--- src/rtl/tdm_chain_pkg.sv ---
// Shared types and helpers for the daisy-chained TDM serializer.
// Assumes nothing beyond IEEE 1800-2017 elaboration.
package tdm_chain_pkg;

    // Lock state of the frame tracker.
    typedef enum logic {
        TRK_HUNT = 1'b0,
        TRK_RUN  = 1'b1
    } trk_state_e;

    // Limit a requested chain length to the supported range 1..max_dev.
    function automatic int unsigned clamp_dev(input int unsigned req, input int unsigned max_dev);
        if (req == 0) begin
            return 1;
        end else if (req > max_dev) begin
            return max_dev;
        end
        return req;
    endfunction

endpackage

--- src/rtl/tdm_sync_gen.sv ---
// Master-mode frame sync generator.
// Counts bit periods modulo the frame length. The sync is high during the
// period in which the count is zero, so the first period after reset carries
// a sync. Assumes frame_len >= 2 and stays constant while master_en is high.
module tdm_sync_gen #(
    parameter int CNT_W = 10
) (
    input  logic             clk,
    input  logic             rst_n,
    input  logic             master_en,
    input  logic [CNT_W-1:0] frame_len,
    output logic             fs_gen
);

    logic [CNT_W-1:0] gen_q;

    // Advance the period counter, wrapping at the end of the frame.
    always_ff @(posedge clk) begin
        if (!rst_n) begin
            gen_q <= '0;
        end else if (!master_en) begin
            gen_q <= '0;
        end else if (gen_q >= frame_len - 1'b1) begin
            gen_q <= '0;
        end else begin
            gen_q <= gen_q + 1'b1;
        end
    end

    // Sync is visible for exactly the period in which the count is zero.
    assign fs_gen = master_en && (gen_q == '0);

    // the generated sync never lasts two periods
    a_r10_sync_single: assert property (@(posedge clk) disable iff (!rst_n)
        fs_gen |=> !fs_gen);

endmodule

--- src/rtl/tdm_frame_tracker.sv ---
// Frame tracker: acquires the frame sync and counts bit periods.
// Checks that each following sync lands exactly one frame length later.
// Produces the bit index of the current period, a frame-start flag for the
// period that carries an accepted sync, and an active flag. Active is low
// in every period whose output must be zero: hunting, or the period of an
// early or missing sync.
module tdm_frame_tracker
    import tdm_chain_pkg::*;
#(
    parameter int CNT_W = 10
) (
    input  logic             clk,
    input  logic             rst_n,
    input  logic             fs,
    input  logic [CNT_W-1:0] frame_len,
    output logic [CNT_W-1:0] cur_idx,
    output logic             frame_start,
    output logic             active
);

    trk_state_e       state_q;
    logic [CNT_W-1:0] cnt_q;     // index expected for the current period
    logic             at_end;
    logic             sync_err;

    // Decide whether this period starts a frame, breaks lock, or continues.
    always_comb begin
        at_end = (cnt_q >= frame_len);
        if (state_q == TRK_HUNT) begin
            frame_start = fs;
            sync_err    = 1'b0;
        end else begin
            frame_start = fs && at_end;
            sync_err    = fs ^ at_end;
        end
        cur_idx = frame_start ? '0 : cnt_q;
        active  = frame_start || ((state_q == TRK_RUN) && !sync_err);
    end

    // Update lock state and the period counter.
    always_ff @(posedge clk) begin
        if (!rst_n) begin
            state_q <= TRK_HUNT;
            cnt_q   <= '0;
        end else if (sync_err) begin
            state_q <= TRK_HUNT;
            cnt_q   <= '0;
        end else if (frame_start) begin
            state_q <= TRK_RUN;
            cnt_q   <= {{(CNT_W-1){1'b0}}, 1'b1};
        end else if (state_q == TRK_RUN) begin
            cnt_q   <= cnt_q + 1'b1;
        end
    end

    // a sync arriving before the frame end drops lock
    a_r8_early_drops_lock: assert property (@(posedge clk) disable iff (!rst_n)
        (state_q == TRK_RUN && fs && cnt_q < frame_len) |=> (state_q == TRK_HUNT));

    // no sync at the frame end drops lock
    a_r9_missing_drops_lock: assert property (@(posedge clk) disable iff (!rst_n)
        (state_q == TRK_RUN && !fs && cnt_q >= frame_len) |=> (state_q == TRK_HUNT));

    // an on-time sync restarts the count at one for the next period
    a_r7_on_time_restart: assert property (@(posedge clk) disable iff (!rst_n)
        (state_q == TRK_RUN && fs && cnt_q == frame_len) |=> (state_q == TRK_RUN && cnt_q == 1));

    // hunting without a sync never enables output
    a_r11_hunt_idle: assert property (@(posedge clk) disable iff (!rst_n)
        (state_q == TRK_HUNT && !fs) |-> !active);

endmodule

--- src/rtl/tdm_sample_store.sv ---
// Two-stage sample storage.
// A holding stage captures each load strobe. A frame stage takes the holding
// contents at an accepted frame start and keeps them for the whole frame.
// The word offered to the slot mux is the frame stage, or, in the
// frame-start period itself, the holding contents about to be frozen.
// Assumes SLOT_W > SAMPLE_W.
module tdm_sample_store #(
    parameter int SAMPLE_W = 24,
    parameter int SLOT_W   = 32,
    parameter int SUB_W    = 2 * SLOT_W
) (
    input  logic                clk,
    input  logic                rst_n,
    input  logic                load,
    input  logic [SAMPLE_W-1:0] left,
    input  logic [SAMPLE_W-1:0] right,
    input  logic                frame_start,
    output logic [SUB_W-1:0]    word
);

    localparam int PAD_W = SLOT_W - SAMPLE_W;

    logic [SAMPLE_W-1:0] hold_l_q;
    logic [SAMPLE_W-1:0] hold_r_q;
    logic [SUB_W-1:0]    fresh;
    logic [SUB_W-1:0]    frame_q;

    // Capture the most recent sample pair on each load strobe.
    always_ff @(posedge clk) begin
        if (!rst_n) begin
            hold_l_q <= '0;
            hold_r_q <= '0;
        end else if (load) begin
            hold_l_q <= left;
            hold_r_q <= right;
        end
    end

    // Arrange the held pair as a left-justified left/right subframe.
    assign fresh = {hold_l_q, {PAD_W{1'b0}}, hold_r_q, {PAD_W{1'b0}}};

    // Freeze the subframe for the frame that starts now.
    always_ff @(posedge clk) begin
        if (!rst_n) begin
            frame_q <= '0;
        end else if (frame_start) begin
            frame_q <= fresh;
        end
    end

    // Offer the word that belongs to the current frame.
    assign word = frame_start ? fresh : frame_q;

    // the frozen subframe only changes at a frame start
    a_r6_word_frozen: assert property (@(posedge clk) disable iff (!rst_n)
        !frame_start |=> $stable(frame_q));

endmodule

--- src/rtl/tdm_slot_mux.sv ---
// Per-bit source selection and output retiming.
// In its own window (local periods 63*p .. 63*p+63) the mux takes the
// subframe bit. Elsewhere it takes the upstream bit. When inactive it takes
// zero. The choice is registered on the rising edge and launched on the
// falling edge, so a receiver can sample on the next rising edge.
// Assumes SUB_W is a power of two.
module tdm_slot_mux #(
    parameter int SUB_W = 64,
    parameter int CNT_W = 10,
    parameter int POS_W = 3
) (
    input  logic             clk,
    input  logic             rst_n,
    input  logic             active,
    input  logic [CNT_W-1:0] cur_idx,
    input  logic [POS_W-1:0] chain_pos,
    input  logic [SUB_W-1:0] word,
    input  logic             sdin,
    output logic             sdout
);

    localparam int OFF_W  = $clog2(SUB_W);
    localparam int BASE_W = (CNT_W > POS_W + OFF_W) ? CNT_W : (POS_W + OFF_W);
    localparam int WIDE_W = BASE_W + 1;

    logic [WIDE_W-1:0] win_lo;
    logic [WIDE_W-1:0] idx_w;
    logic [WIDE_W-1:0] off_w;
    logic              in_win;
    logic [OFF_W-1:0]  sel;
    logic              nxt_bit;
    logic              dpos_q;
    logic              sdout_q;

    // Locate the own window and pick the bit for the current period.
    always_comb begin
        win_lo  = WIDE_W'(chain_pos) * WIDE_W'(SUB_W - 1);
        idx_w   = WIDE_W'(cur_idx);
        off_w   = idx_w - win_lo;
        in_win  = (idx_w >= win_lo) && (off_w < WIDE_W'(SUB_W));
        sel     = OFF_W'(SUB_W - 1) - off_w[OFF_W-1:0];
        if (!active) begin
            nxt_bit = 1'b0;
        end else if (in_win) begin
            nxt_bit = word[sel];
        end else begin
            nxt_bit = sdin;
        end
    end

    // Register the chosen bit on the rising edge.
    always_ff @(posedge clk) begin
        if (!rst_n) begin
            dpos_q <= 1'b0;
        end else begin
            dpos_q <= nxt_bit;
        end
    end

    // Launch the registered bit on the falling edge.
    always_ff @(negedge clk) begin
        if (!rst_n) begin
            sdout_q <= 1'b0;
        end else begin
            sdout_q <= dpos_q;
        end
    end

    assign sdout = sdout_q;

    // inactive periods produce a zero bit
    a_r11_idle_zero: assert property (@(posedge clk) disable iff (!rst_n)
        !active |=> !dpos_q);

    // outside the own window the upstream bit is forwarded
    a_r4_forward: assert property (@(posedge clk) disable iff (!rst_n)
        (active && !in_win) |=> (dpos_q == $past(sdin)));

    // at each rising edge the line holds the bit launched on the prior fall
    a_r5_fall_launch: assert property (@(posedge clk) disable iff (!rst_n)
        sdout_q == dpos_q);

endmodule

--- src/rtl/tdm_chain_serializer.sv ---
// Top of the daisy-chained TDM serializer.
// Chooses the frame sync source (pin or internal generator), derives the
// frame length from the chain length, and connects the tracker, the sample
// store and the slot mux. The whole block runs on the bit clock. In master
// mode that clock is the reference clock, passed straight to bclk_out.
module tdm_chain_serializer
    import tdm_chain_pkg::*;
#(
    parameter int SAMPLE_W = 24,
    parameter int SLOT_W   = 32,
    parameter int MAX_DEV  = 8,
    parameter int DEV_W    = $clog2(MAX_DEV + 1),
    parameter int POS_W    = $clog2(MAX_DEV)
) (
    input  logic                bclk,
    input  logic                rst_n,
    input  logic                master_en,
    input  logic [DEV_W-1:0]    n_dev,
    input  logic [POS_W-1:0]    chain_pos,
    input  logic                fsync_in,
    input  logic                smp_load,
    input  logic [SAMPLE_W-1:0] smp_left,
    input  logic [SAMPLE_W-1:0] smp_right,
    input  logic                sdin,
    output logic                sdout,
    output logic                bclk_out,
    output logic                fsync_out
);

    localparam int SUB_W = 2 * SLOT_W;
    localparam int CNT_W = $clog2(MAX_DEV * SUB_W + 1);

    logic [CNT_W-1:0] frame_len;
    logic             fs_gen;
    logic             fs_eff;
    logic [CNT_W-1:0] cur_idx;
    logic             frame_start;
    logic             active;
    logic [SUB_W-1:0] word;

    // Frame length from the clamped chain length.
    assign frame_len = CNT_W'(clamp_dev(32'(n_dev), MAX_DEV) * SUB_W);

    // Frame sync source and the clock and sync outputs for master mode.
    assign fs_eff    = master_en ? fs_gen : fsync_in;
    assign fsync_out = fs_gen;
    assign bclk_out  = bclk & master_en;

    tdm_sync_gen #(
        .CNT_W (CNT_W)
    ) u_sync_gen (
        .clk       (bclk),
        .rst_n     (rst_n),
        .master_en (master_en),
        .frame_len (frame_len),
        .fs_gen    (fs_gen)
    );

    tdm_frame_tracker #(
        .CNT_W (CNT_W)
    ) u_tracker (
        .clk         (bclk),
        .rst_n       (rst_n),
        .fs          (fs_eff),
        .frame_len   (frame_len),
        .cur_idx     (cur_idx),
        .frame_start (frame_start),
        .active      (active)
    );

    tdm_sample_store #(
        .SAMPLE_W (SAMPLE_W),
        .SLOT_W   (SLOT_W),
        .SUB_W    (SUB_W)
    ) u_store (
        .clk         (bclk),
        .rst_n       (rst_n),
        .load        (smp_load),
        .left        (smp_left),
        .right       (smp_right),
        .frame_start (frame_start),
        .word        (word)
    );

    tdm_slot_mux #(
        .SUB_W (SUB_W),
        .CNT_W (CNT_W),
        .POS_W (POS_W)
    ) u_mux (
        .clk       (bclk),
        .rst_n     (rst_n),
        .active    (active),
        .cur_idx   (cur_idx),
        .chain_pos (chain_pos),
        .word      (word),
        .sdin      (sdin),
        .sdout     (sdout)
    );

    // in slave mode no sync is generated
    a_r10_slave_no_sync: assert property (@(posedge bclk) disable iff (!rst_n)
        !master_en |-> !fsync_out);

endmodule

--- config.mk ---
export PLATFORM = sky130hd
export DESIGN_NAME = tdm_chain_serializer
export DESIGN_NICKNAME = d
export VERILOG_FILES = /design/src/rtl/tdm_chain_pkg.sv /design/src/rtl/tdm_sync_gen.sv /design/src/rtl/tdm_frame_tracker.sv /design/src/rtl/tdm_sample_store.sv /design/src/rtl/tdm_slot_mux.sv /design/src/rtl/tdm_chain_serializer.sv
export SDC_FILE = /design/constraint.sdc
export NUM_CORES = 1
export LEC_CHECK = 0
export ABC_AREA = 1
export BUFFER_PORTS_ARGS = -buffer_cell sky130_fd_sc_hd__buf_4
export CAP_MARGIN = 15
export CORE_MARGIN = 2
export CORE_UTILIZATION = 55
export CTS_BUF_LIST = sky130_fd_sc_hd__clkbuf_16
export DETAILED_ROUTE_END_ITERATION = 7
export GPL_TIMING_DRIVEN = 0
export PLACE_DENSITY = 0.73
export SLEW_MARGIN = 10
export SYNTH_ARGS = -nofsm -noshare
export SYNTH_HDL_FRONTEND = slang
export SYNTH_SLANG_ARGS = --single-unit
--- constraint.sdc ---
create_clock -name bclk -period 11.01 [get_ports bclk]
set_input_delay 0 -clock bclk [delete_from_list [all_inputs] [get_ports bclk]]
set_output_delay 0 -clock bclk [all_outputs]
set_load 0.02 [all_outputs]
Word-level counts from Yosys, hierarchy flattened
Index checks and enable logic that the tools add are counted.
{"block": "word_totals", "input_bits": 61, "regBits": 135}
{"block": "op_classes", "n_mux": 15, "bitwise": 4, "n_addsub": 5, "multipliers": 1, "reduce_logical": 13, "order_cmp": 6}
{"cell": "$mux W64", "count": 1}
{"cell": "$add A10 B1 Y10 const B", "count": 2}
{"cell": "$ge A10 B10 Y1", "count": 2}
{"cell": "$mux W4", "count": 3}
{"cell": "$lt A11 B7 Y1 const B", "count": 1}
{"cell": "$sub A10 B9 Y11", "count": 1}
{"cell": "$ge A10 B9 Y1", "count": 1}
{"cell": "$logic_not A10 Y1", "count": 1}
{"cell": "$mux W10", "count": 1}
{"cell": "$sub A10 B1 Y10 const B", "count": 1}
{"cell": "$mul A3 B6 Y9 const B", "count": 1}
{"cell": "$mux W1", "count": 9}
{"cell": "$lt A6 B7 Y1 const B", "count": 1}
{"cell": "$bmux W1 S6", "count": 1}
{"cell": "$reduce_or A3 Y1", "count": 2}
{"cell": "$sub A6 B6 Y6 const A", "count": 1}
{"cell": "$gt A4 B4 Y1 const B", "count": 1}
{"cell": "$logic_and A1 B1 Y1", "count": 4}
{"cell": "$logic_not A4 Y1", "count": 1}
{"cell": "$not A1 Y1", "count": 2}
{"cell": "$reduce_and A2 Y1", "count": 1}
{"cell": "$reduce_bool A2 Y1", "count": 1}
{"cell": "$reduce_or A2 Y1", "count": 1}
{"cell": "$and A1 B1 Y1", "count": 1}
{"cell": "3 further kinds", "count": 3}

Logic depth before layout (Yosys ltp)
Gate-level depths: netlist of run 1.
{"block": "depth", "word_depth": 13, "ltp_mapped": 31, "depth_no_buf": 28}

Cells and area by module
A second synthesis of run 1 with hierarchy kept.
{"block": "unflattened", "hier_cells": 1296, "area_unflattened_um2": 8159.1}
{"mod": "tdm_sample_store", "area_per_inst_um2": 4514.3, "instances": 1, "seq_area_each_um2": 2242.2, "cells_each": 678}
{"mod": "tdm_slot_mux", "area_per_inst_um2": 1725.4, "instances": 1, "seq_area_each_um2": 40.0, "cells_each": 322}
{"mod": "tdm_frame_tracker", "area_per_inst_um2": 933.4, "instances": 1, "seq_area_each_um2": 220.2, "cells_each": 141}
{"mod": "tdm_sync_gen", "area_per_inst_um2": 923.4, "instances": 1, "seq_area_each_um2": 200.2, "cells_each": 139}
{"mod": "tdm_chain_serializer", "area_per_inst_um2": 62.6, "instances": 1, "seq_area_each_um2": 0.0, "cells_each": 16}

==> results of run 1 <==
## cell families (layout without fill, tap and decap cells)
group | Yosys count | in the layout | share of synthesized area (%)
AO/OA/AOI/OAI | 131 | 131 | 10.37
XOR/XNOR | 20 | 20 | 2.679
adder cells (fa/ha/maj) | 35 | 35 | 7.271
buffers and inverters | 108 | 280 | 7.310
flip-flops | 135 | 135 | 41.33
other | 1 | 1 | 0.05735
AND/OR/NAND/NOR | 469 | 469 | 30.98
## layer usage
metal | track usage (%) | share of wire [%]
met1 | 37.55 | 42
met2 | 51.42 | 48
met3 | 7.766 | 6.6
met4 | 14.96 | 3.4
met5 | 0 | 0
## cell usage after synthesis
library cell  number  area share, %
nand3_2            1           0.15
nand2_1          134            7.7
a21oi_1           63            4.8
buf_4              4           0.46
inv_1             58            3.3
xnor2_1            3           0.40
nor2_1           154            8.8
buf_1              7           0.40
nor3b_1            5           0.57
ha_1              30            5.7
nand2_8            1           0.31
dfxtp_1          135             41
conb_1             1          0.057
inv_2              1          0.057
nor3_1             9           0.69
buf_6              7            1.2
clkbuf_1          26            1.5
xor2_1            17            2.3
a31oi_1            1          0.096
nand4_1            3           0.29
o21a_1             4           0.46
buf_2              4           0.31
nand3_1          160             12
a21boi_0           2           0.23
o21ai_0           59            4.5
or2_0              1          0.096
nand2_2            1          0.096
o21bai_2           1           0.17
fa_1               5            1.5
clkinv_1           1          0.057
o21ai_1            1          0.076
## cells in the final DEF (no fill, tap or decap), types with 4 or more instances in the layout
cell	count
a21oi_1	63
buf_1	7
xor2_1	17
nor3_1	9
inv_1	59
clkbuf_16	20
buf_2	4
nor2_1	154
buf_6	7
ha_1	30
fa_1	5
buf_4	66
o21ai_0	59
nor3b_1	5
o21a_1	4
clkbuf_1	26
nand2_1	134
clkinv_1	4
dfxtp_1	135
dlygate4sd3_1	76
nand3_1	160
## worst paths after layout
path,startpoint,endpoint,slack (ns),cells past startpoint
worst max-delay path,u_mux.sdout,sdout,4.48,1
worst max register to register,u_mux.dpos_q,u_mux.sdout,5.06,2
worst min register to register,u_store.frame_q[6],u_store.frame_q[6],0.44,2
worst min-delay path,smp_load,u_store.hold_l_q[14],0.02,3
## final cells by class
| class | instances | area, um2 |
|---|---|---|
| Tap cell | 143 | 178.9 |
| Multi-Input combinational cell | 656 | 3358 |
| Sequential cell | 135 | 2703 |
| Fill cell | 929 | 2912 |
| Buffer | 48 | 252.7 |
| Clock inverter | 16 | 167.7 |
| Timing Repair Buffer | 137 | 1219 |
| Clock buffer | 21 | 508.0 |
| Inverter | 58 | 217.7 |
## report_power, final
| group | switching, mW | leakage (nW) | internal [mW] |
|---|---|---|---|
| sequential | 0.0120 | 1.11 | 0.514 |
| combinational | 0.200 | 2.36 | 0.123 |
| clock | 0.232 | 0.340 | 0.402 |
## registers in the layout, summed over array words and instances, names as in the netlist
signal and cells:
u_mux.sdout 1, u_tracker.cnt_q 10, u_mux.dpos_q 1, u_sync_gen.gen_q 10
u_tracker.state_q 1, u_store.hold_r_q 24, u_store.frame_q 64, u_store.hold_l_q 24
==> metrics.txt, run 1 <==
status=complete, but fails checks; initial DRC count=590; All-Layer GR Usage=30.94%; FF+latch count, synth=135; CORE AREA=11,520 um2; WHS=0.02099 ns; Total Wirelength=18,700 um; GPL Wtd Cong=0.9176; placed cells=1,104; DR vias/cell=5.479; drt drc=2; synthesized area=6539 um2; final antenna-violating net count=0; worst path cell trace=buf_4; dpl cell area=7183 um2; Final setup viols=0; drt first pass iters=8; Pwr Total=1.483 mW; Gate Count Post-Synth=899; NumNets Final=1,155; PostCTS Resize Cnt=0; setup_tns=0 ns; layout cells sized above 1=10.46%; Design Area, Final=8605 um2; drt wl/cell=15.40 um; Layout Utilization=74.72%; CP max stage delay=0.31 ns; Die X=113.0 um; worst slew pin tran=0.9869 ns; die area=12,780 um2; Pleak=3.811 nW; IO Count=64; Power per Cell Area=172.4 nW/um2; Arr. time, crit path=6.53 ns; setup slack after layout=4.476 ns; Buf/Inv on CP=1; IO Port Bufs=62; Worst-path clk slew=0.06 ns; Distinct cells, synth=31; Mapped Nets=995; Cell Rows=39; skew final=0.04488 ns; DP HPWL=11,570 um; CTS tree=yes; first-pass GRT wire length=31,010 um; total number of vias=6,652; Worst setup SP type=register; Initial Util=56.78%; register area share after synthesis=41.33%; GRT overflow=0; RSZ-0062 raised after global routing=false; Die Y=113.0 um; synthesized area per cell=7.273 um2; Post-CTS Setup Repair Bufs=0; CP max FO=1; worst vdd ir=0.0001158 V; CP top delay family=flip-flops; Setup crit end kind=output port; Synth Warn #=0; n_diodes=0; P&R area growth vs syn=31.59%; critical path's slowest cell=dfxtp_1; CP Class=reg2out; Finished Layout Cells=1,214; final max-slew violation count=0; Place WS=4.759 ns; Hold Fails Final Rpt=0; worst path required time=11.01 ns; failing checks=DRC; vias in the first global route=6,593; worst min path class=in2reg; initial antenna violation count=0; Skew-Pair Late Insertion Delay=0.58 ns; largest net degree at the start of global routing=17; Slew headroom=33.98%; maxcap violations=0; Hold-fix buffers, CTS=76
No activity file was read; power rests on OpenSTA's default activity.
==> run 2: changes to the inputs <==
Settings changed: ABC_AREA 1 to 0.
Clock period 11.01 ns to 6.8 ns, I/O delays scaled along.
==> metrics.txt, run 2 <==
status=complete, but fails checks; failing checks=hold timing; EDFF count, synth=0 (unchanged); worst vdd ir=0.0001942 V (+68%); R2R Setup Slk=0.47 ns (-4.59 ns); top flop regs=u_store.frame_q x64, u_store.hold_l_q x24, u_store.hold_r_q x24; Initial Util=56.64% (-0.14 points); Slew headroom=36.47% (+2.5 points); max reg flops=64 (unchanged); Total Wirelength=17,610 um (-5.8%); largest register by flop count=u_store.frame_q; final antenna-violating net count=0 (unchanged); Synth Warn #=0 (unchanged); worst min path class=in2reg; Power per Cell Area=271.2 nW/um2 (+57%); Final setup viols=0 (unchanged); Synth async-reset ratio=0% (unchanged); Mapped Nets=824 (-17%); total number of vias=5,750 (-14%); All-Layer GR Usage=28.35% (-2.6 points); Worst-path clk slew=0.06 ns (about the same); CP Class=reg2reg; Layout fillers=863 (-7.1%); WHS=-0.006175 ns (-0.02717 ns); final max-slew violation count=0 (unchanged); Hold Fails Final Rpt=1 (+1); GPL Wtd Cong=0.8496 (-7.4%); Worst setup SP type=register; top post-synthesis cells by area=dfxtp_1 40%, mux2i_1 11%, nor2b_1 7.9%, ha_1 5.5%, nand2_1 3.7%; R2R Path Start=u_tracker.cnt_q[6]; CORE AREA=12,060 um2 (+4.7%); GRT overflow=0 (unchanged); Main synth FF type=dfxtp_1; CP max stage delay=0.52 ns (+0.21 ns); commonest non-fill, non-tap cell in the layout=dfxtp_1; Pleak=3.626 nW (-4.8%); Synth top area share=39.56% (-1.8 points); first-pass GRT wire length=28,830 um (-7.0%); setup_tns=0 ns (unchanged); Cell Rows=40 (+2.6%); P&R area growth vs syn=26.43%; IO Port Bufs=61 (-1.6%); maxcap violations=0 (unchanged); Design Area, Final=8637 um2 (+0.38%); Distinct cells, synth=63 (+100%); most frequent cell after synthesis=dfxtp_1; IO Count=64 (unchanged); vias in the first global route=5,879 (-11%); Hold Startpoint=fsync_in; critical path's slowest cell=clkbuf_1; commonest cells in the netlist=135 x dfxtp_1, 86 x nor2b_1, 75 x mux2i_1; initial DRC count=381 (-35%); max frequency=158.0 MHz; Setup crit end kind=register; NumNets Final=956 (-17%); drt first pass iters=5 (-3); Gate Count Post-Synth=728 (-19%); most frequent cells in the layout=135 x dfxtp_1, 86 x nor2b_1, 75 x mux2i_1, 68 x nand2_1, 63 x buf_4; Die X=115.5 um (+2.1%); worst path required time=7.27 ns (-3.74 ns); FF+latch count, synth=135 (unchanged); Arr. time, crit path=6.80 ns (+0.27 ns); RSZ-0062 raised after global routing=false; final period utilization=93.07%; cell type with the largest total area after synthesis=dfxtp_1; worst r2r dst=u_mux.dpos_q; Hold EP=u_tracker.cnt_q[0]; synthesized area=6832 um2 (+4.5%); dpl cell area=7500 um2 (+4.4%); CTS tree=yes; DP HPWL=12,140 um (+4.9%); skew final=0.04908 ns (+0.004199 ns); Worst Hold Depth=4 (+1); synthesized area per cell=9.384 um2 (+29%); register area share after synthesis=39.56% (-1.8 points); CP max FO=10 (+9); drt drc=0 (-2); die area=13,330 um2 (+4.3%); n_diodes=0 (unchanged); DR vias/cell=5.524 (+0.81%); Die Y=115.5 um (+2.1%); Tmin final=6.329 ns; Post-CTS Setup Repair Bufs=0 (unchanged); layout cells sized above 1=13.52% (+3.1 points); drt wl/cell=16.91 um (+9.8%); largest net degree at the start of global routing=17 (unchanged); Reg2Reg Depth=28 (+26); initial antenna violation count=0 (unchanged); Skew-Pair Late Insertion Delay=0.59 ns (about the same); worst slew pin tran=0.9462 ns (-0.04067 ns)
==> run 2: changes by cell type after synthesis, sizes merged, moves of 46 or more <==
cell   previous run  this run
o21ai            60        14
a21oi            63        11
nor2b             0        86
mux2i             0        75
nand2           136        69
nor2            154        46
nand3           161        19
==> run 2: cell families after synthesis <==
kind of cell | Yosys count | share of synthesized area [%]
XOR/XNOR | 26 | 3.333
multiplexers | 82 | 12.97
AO/OA/AOI/OAI | 100 | 11.06
buffers and inverters | 63 | 3.864
other | 1 | 0.05489
AND/OR/NAND/NOR | 286 | 22.20
adder cells (fa/ha/maj) | 35 | 6.960
flip-flops | 135 | 39.56
==> run 2: layer usage <==
layer	vias up	GRT usage, %	routed length (um)
met5	-	0	0
met4	0	11.97	383
met3	36	7.374	943
met2	191	47.64	8660
met1	2726	34.52	7621
li1	2797	-	-
==> run 2: how the worst max path moves through the flow <==
stage                         from      endpoint  slack [ns]  cells after the start
2_1_floorplan  u_sync_gen.gen_q[7]  u_mux.dpos_q        1.79                     21
3_3_place_gp   u_sync_gen.gen_q[7]  u_mux.dpos_q        0.48                     22
3_5_place_dp              n_dev[1]  u_mux.dpos_q        0.42                     31
4_1_cts        u_sync_gen.gen_q[7]  u_mux.dpos_q        0.36                     22
5_1_grt         u_tracker.cnt_q[6]  u_mux.dpos_q        0.01                     28
6_report        u_tracker.cnt_q[6]  u_mux.dpos_q        0.47                     28
==> run 2: critical path, delay by kind of cell, from the launching register on <==
| family | cells | cell delay (ns) |
|---|---|---|
| compound gates | 6 | 1.30 |
| xor+xnor | 1 | 0.45 |
| fa+ha+maj | 3 | 0.73 |
| buf+inv | 7 | 2.12 |
| flops | 1 | 0.40 |
| simple gates | 11 | 1.24 |
==> run 2: what timing repair did <==
action / 4_1_cts / 5_1_grt
hold buffers: 49 / 0
endpoints found under the hold margin: 49 / 0
resized for setup: 0 / 1
setup endpoints to repair: 0 / 1
==> run 2: final cells by class <==
type                            instances  area [um2]  area share [%]
Timing Repair Buffer                  109       940.9           10.89
Buffer                                 41       181.4           2.101
Clock buffer                           21       508.0           5.882
Tap cell                              168       210.2           2.434
Inverter                               21       78.83          0.9126
Clock inverter                         16       142.6           1.651
Multi-Input combinational cell        530        3872           44.84
Sequential cell                       135        2703           31.29
==> run 2: per-stage QoR <==
| stage | setup slack, ns | total power, mW | hold WS (ns) | cells | utilization, % |
|---|---|---|---|---|---|
| detailed placement | 0.4235 | 1.342 | 0.2272 | 957 | 62.18 |
| global placement | 0.4801 | 1.330 | 0.2272 | 957 | 62.18 |
| global route | 0.01238 | 2.432 | 0.02779 | 1041 | 71.61 |
| finish | 0.4714 | 2.342 | -0.006175 | 1041 | 71.61 |
| floorplan | 1.793 | 1.189 | 0.1500 | 728 | - |
| CTS | 0.3618 | 2.337 | 0.007473 | 1041 | 71.55 |
==> run 2: power breakdown <==
group	leakage [nW]	internal (mW)	total (mW)	switching, mW
Combinational	2.21	0.202	0.499	0.297
Sequential	1.10	0.827	0.849	0.0218
Clock	0.317	0.613	0.994	0.381
